<file path="src/rtl/tripdet_pkg.sv">
package tripdet_pkg;
  parameter int unsigned DEF_THRESH = 6;
  parameter int unsigned DEF_SYNC   = 2;
endpackage

</file>
<file path="src/rtl/tripdet_sync.sv">
module tripdet_sync #(
  parameter int unsigned STAGES = 2,
  parameter int unsigned W      = 2
) (
  input  logic         clk,
  input  logic [W-1:0] d,
  output logic [W-1:0] q
);
  logic [W-1:0] stg [STAGES];

  always_ff @(posedge clk) stg[0] <= d;

  for (genvar i = 1; i < STAGES; i++) begin : g_stage
    always_ff @(posedge clk) stg[i] <= stg[i-1];
  end

  assign q = stg[STAGES-1];
endmodule

</file>
<file path="src/rtl/tripdet_rise.sv">
module tripdet_rise (
  input  logic clk,
  input  logic rst,
  input  logic lvl,
  output logic rise
);
  logic prev;

  // prev tracks the level during reset too, so a level held high
  // through reset is not seen as an edge afterwards
  always_ff @(posedge clk) prev <= lvl;

  assign rise = lvl & ~prev & ~rst;
endmodule

</file>
<file path="src/rtl/tripdet_run.sv">
module tripdet_run #(
  parameter int unsigned THRESH = 6,
  localparam int unsigned CW    = $clog2(THRESH + 1)
) (
  input  logic          clk,
  input  logic          rst,
  input  logic          ev,
  input  logic          ack,
  output logic [CW-1:0] cnt,
  output logic          trip
);
  localparam logic [CW-1:0] LAST = CW'(THRESH - 1);

  always_ff @(posedge clk) begin
    if (rst) begin
      cnt  <= '0;
      trip <= 1'b0;
    end else begin
      trip <= 1'b0;
      if (ev) begin
        if (ack) begin
          cnt <= '0;
        end else if (cnt == LAST) begin
          cnt  <= '0;
          trip <= 1'b1;
        end else begin
          cnt <= cnt + 1'b1;
        end
      end
    end
  end
endmodule

</file>
<file path="src/rtl/miss_trip_detector.sv">
module miss_trip_detector #(
  parameter int unsigned THRESH = tripdet_pkg::DEF_THRESH,
  parameter int unsigned SYNC   = tripdet_pkg::DEF_SYNC
) (
  input  logic clk,
  input  logic rst,
  input  logic check_i,
  input  logic ok_i,
  output logic trip_o
);
  localparam int unsigned CW = $clog2(THRESH + 1);

  logic [1:0]    s_q;
  logic          chk_s;
  logic          ok_s;
  logic          chk_rise;
  logic [CW-1:0] run_cnt;

  tripdet_sync #(.STAGES(SYNC), .W(2)) u_sync (
    .clk (clk),
    .d   ({check_i, ok_i}),
    .q   (s_q)
  );

  assign chk_s = s_q[1];
  assign ok_s  = s_q[0];

  tripdet_rise u_rise (
    .clk  (clk),
    .rst  (rst),
    .lvl  (chk_s),
    .rise (chk_rise)
  );

  tripdet_run #(.THRESH(THRESH)) u_run (
    .clk  (clk),
    .rst  (rst),
    .ev   (chk_rise),
    .ack  (ok_s),
    .cnt  (run_cnt),
    .trip (trip_o)
  );
endmodule

</file>
<file path="config.mk">
export PLATFORM = sky130hd
export DESIGN_NAME = miss_trip_detector
export DESIGN_NICKNAME = d
export VERILOG_FILES = /design/src/rtl/tripdet_pkg.sv /design/src/rtl/tripdet_sync.sv /design/src/rtl/tripdet_rise.sv /design/src/rtl/tripdet_run.sv /design/src/rtl/miss_trip_detector.sv
export SDC_FILE = /design/constraint.sdc
export NUM_CORES = 1
export LEC_CHECK = 0
export CAP_MARGIN = 20
export CORE_AREA = 4 4 41 43
export CTS_BUF_LIST = sky130_fd_sc_hd__clkbuf_4 sky130_fd_sc_hd__clkbuf_8
export DETAILED_ROUTE_END_ITERATION = 10
export DIE_AREA = 0 0 45 47
export GPL_ROUTABILITY_DRIVEN = 0
export GPL_TIMING_DRIVEN = 0
export HOLD_SLACK_MARGIN = 0.06
export SLEW_MARGIN = 0
export SYNTH_ARGS = -nofsm -noshare
export SYNTH_HDL_FRONTEND = slang
export SYNTH_SLANG_ARGS = --single-unit
export TNS_END_PERCENT = 5
</file>
<file path="constraint.sdc">
create_clock -name clk -period 1.2 [get_ports clk]
set_input_delay 0.24 -clock clk [delete_from_list [all_inputs] [get_ports clk]]
set_output_delay 0.24 -clock clk [all_outputs]
set_load 0.01 [all_outputs]
</file>
# == After elaboration in Yosys (flattened, before gate mapping) ==
# Memories as Yosys holds them, arrays and structs flattened.
# Cells that the tools add are included.
# word_totals
in_bits,4
ff_bits,5
mem_count,1
ram_bits,4
output_inout_bits,1
elab_cells,15
# memory_table
memory,depth,word_bits,read_ports,rd_ports_with_merged_regs,write_ports,line_no,text
u_sync.stg,2,2,2,0,2,tripdet_sync.sv:9,logic [W-1:0] stg [STAGES];
# op_classes
n_eq_ne,1
muxes,3
bitwise,5
n_reduce_logical,1
n_addsub,1
# ops
cell,count
two-way mux 3 bit,2
"adder 3 x 1 -> 3 bit, second input constant",1
"== test 3 bit, second input constant",1
NOT 1 bit,3
OR reduction 3 bit,1
bitwise AND 1 bit,2
two-way mux 1 bit,1

# == Logic depth before layout (Yosys ltp) ==
# logic_depth
depth_word,5
depth_mapped,3
ltp_nobuf,3

# == Cells and area by module ==
# From an unflattened synthesis, not the netlist that was laid out.
# unflattened
hier_cells,24
area_unflattened_um2,294.0
# modules_own_cells
mod,cells_per_inst,area_per_inst_um2,seq_area_each_um2,n_inst
tripdet_run,16,166.4,80.1,1
tripdet_sync,6,95.1,80.1,1
tripdet_rise,2,32.5,20.0,1

# == Worst setup path after synthesis ==
# OpenSTA, ideal clock, no wires.
# synth_timing
path_type,reg-to-reg
start,register u_rise.prev
end,register u_run.cnt[1]
setup_time_ns,0.125
path_stages_with_launch,4
arrival_time_ns,0.921
n_path_buf,0
setup_slack_ns,0.155
period_less_slack_ns,1.045
t_required_ns,1.075
cell_sequence,dfxtp_1 > or3b_1 > nor2_1 > o32ai_2
# synth_via
elab_chain_cells,3
# synth_lines
item,line_no,text
start: declaration,tripdet_rise.sv:7,logic prev;
start signal: assignment,tripdet_rise.sv:11,always_ff @(posedge clk) prev <= lvl;
NOT 1 bit,tripdet_rise.sv:13,assign rise = lvl & ~prev & ~rst;
bitwise AND 1 bit (2 in a row),tripdet_rise.sv:13,
end signal: assignment,tripdet_run.sv:27,cnt <= cnt + 1'b1;
end: declaration,tripdet_run.sv:9,"output logic [CW-1:0] cnt,"
# Every way passes these cells.
# A chain may end at the register's enable or synchronous reset.

# == Worst setup path after layout ==
# Ends and elaborated chain as after synthesis.

==> impl_metrics.ini <==
[run_status]
outcome = finished, final reports clean

[cells_and_area]
drive_gt1_frac = 0.3000
area_delta_synth_final_pct = 30.21
diodes = 0
finish.net_count = 35

[route]
drc = 0
wl_per_cell_um = 11.00
vias_per_cell = 4.444
ant_nets = 0
first_pass_iters = 4
route.vias.total = 200
wirelength_um = 495
drt_iter0_drc = 5

[grt]
grt_pass1_vias = 186
grt_first_pass_wirelength_um = 752
grt-ovfl-total = 0
grtUsageTotal = 0.05472
grt_max_degree = 6
antenna_found_initial = 0

[synth]
synthesis.nets = 26
synthArstFlopShare = 0
avgSynthCellArea_sq_um = 13.37
yosys_warnings = 0
synth.largest_area_cell = dfxtp_1
synth_edf_count = 0
yosys-top-cells-count = 9 x dfxtp_1, 3 x nor2_1
ys_top_cells_by_area = dfxtp_1 61%, nor4b_4 8.1%, o32ai_2 5.5%
synth_cells = 22
ys_ff_latch = 9
synth.most_common_cell = dfxtp_1
syn_area_sq_um = 294.0
ys_seq_area_frac = 0.6128
yosys.cell_types.count = 12
ys.flop_type = dfxtp_1
synth_top_area_frac = 0.6128

[timing]
tightest_slew_ns = 0.2878
final.setup.worst_slack_ns = 0.08241
finalCritPeriodShare = 0.9313
hold_viol = 0
fin_crit_ns = 1.118
slew_headroom = 0.8073
drv_slew = 0
fin_worst_skew_ns = 0.01054
rsz0062_at_grt = false
fin_setup_tns_ns = 0
finalSetupViolCount = 0
fmax_mhz = 894.8

[worst_hold_path]
hold_path_class = register to register
worstHoldPathCells = 0

[clocking]
path_clk_slew_ns = 0.07
cts_tree = built
h-tree-depth = 1
cts_max_path_buffers = 2
cts.sinks = 9
cts_buffers = 3
clock_latency_ns = 0.27
cts_hold_buf = 0
ctsRootBufferMaster = clkbuf_4

[critical_path]
cp.required_ns = 1.36
crit_type = register to register
reg2reg_depth = 3
crit_path_start_kind = register
critPathMaxFanout = 3
cp_data_arrival_time_ns = 1.27
worstSetupEndpointType = register

[die]
pin_count = 5
rows = 13
die-width_um = 45
die_y_um = 47
initial_core_util = 0.2260
die-area_sq_um = 2115
core_sq_um = 1301

[run]
maxCapViolCount = 0

[placed_design]
place_ws_ns = -0.3763
io_buffer_count = 4

[power]
vdd.ir_drop.worst_mv = 0.5549
powerDensity_nw_per_um2 = 1579
p_leak_uw = 0.0001442
[cells in the final DEF (no fill, tap or decap), drive strengths merged]
cell and n:
o32ai 1, clkbuf 4, nor3b 1, dfxtp 9
nor4b 1, a21oi 1, nor2 3, nand2 1
nand2b 1, o21ai 1, or3b 1, mux2i 1
clkdlybuf4s50 2, dlygate4sd2 2, nand4b 1
[cell type report]
| cell class | count | area [sq um] |
|---|---|---|
| fill | 149 | 918.4 |
| timing repair buffer | 4 | 37.54 |
| tap | 15 | 18.77 |
| multi-input combinational | 13 | 116.4 |
| clock buffer | 4 | 30.03 |
| sequential | 9 | 180.2 |
[through the flow]
stage / area (sq um) / hold slack (ns) / utilization / power (uW) / instances
2_1_floorplan: 294.0 / 0.2677 / - / 331.3 / 22
3_3_place_gp: 352.8 / 0.3132 / 0.2712 / 344.7 / 41
3_5_place_dp: 352.8 / 0.3150 / 0.2712 / 346.5 / 41
4_1_cts: 382.9 / 0.3266 / 0.2942 / 608.4 / 45
5_1_grt: 382.9 / 0.3318 / 0.2942 / 623.3 / 45
6_report: 382.9 / 0.3252 / 0.2942 / 604.5 / 45
[registers in the layout (all words and copies together), names as in the netlist]
signal	count
u_sync.stg	4
u_run.cnt	3
u_rise.prev	1
u_run.trip	1
[critical path: stages, from the launching register on]
cell	delay, ns
dfxtp_1	0.34
or3b_4	0.42
nor2_1	0.16
o32ai_2	0.09
[kinds of logic after synthesis]
group / after synthesis / synth area share
compound gates: 3 / 0.08934
simple gates: 9 / 0.2638
flops: 9 / 0.6128
mux: 1 / 0.03404
[worst paths after layout]
path / from / to / slack, ns
setup / recovery: u_rise.prev / u_run.cnt[1] / 0.08
hold / removal: u_sync.stg[0][1] / u_sync.stg[0][3] / 0.33
setup reg to reg: u_rise.prev / u_run.cnt[1] / 0.08
hold reg to reg: u_sync.stg[0][1] / u_sync.stg[0][3] / 0.33
[power by group]
part / internal (uW) / leakage [uW] / total, uW / switching [uW]
registers: 309 / 0.0000745 / 317 / 7.72
logic: 15.0 / 0.0000513 / 23.4 / 8.45
clock network: 151 / 0.0000184 / 264 / 113
[repair_timing]
item,in CTS,in global routing
setup endpoints to repair,5,0
setup buffers,0,0
resized for setup,3,0
[per-layer routing]
| metal | vias to the layer above | share of wire | wire length, um | GRT usage |
|---|---|---|---|---|
| li1 | 93 | - | - | - |
| met1 | 97 | 0.43 | 215 | 0.05977 |
| met2 | 8 | 0.46 | 229 | 0.07062 |
| met3 | 2 | 0.083 | 41 | 0.02299 |
| met4 | 0 | 0.016 | 8 | 0.07018 |
| met5 | - | 0 | 0 | 0 |
(Power assumes the default switching activity.)
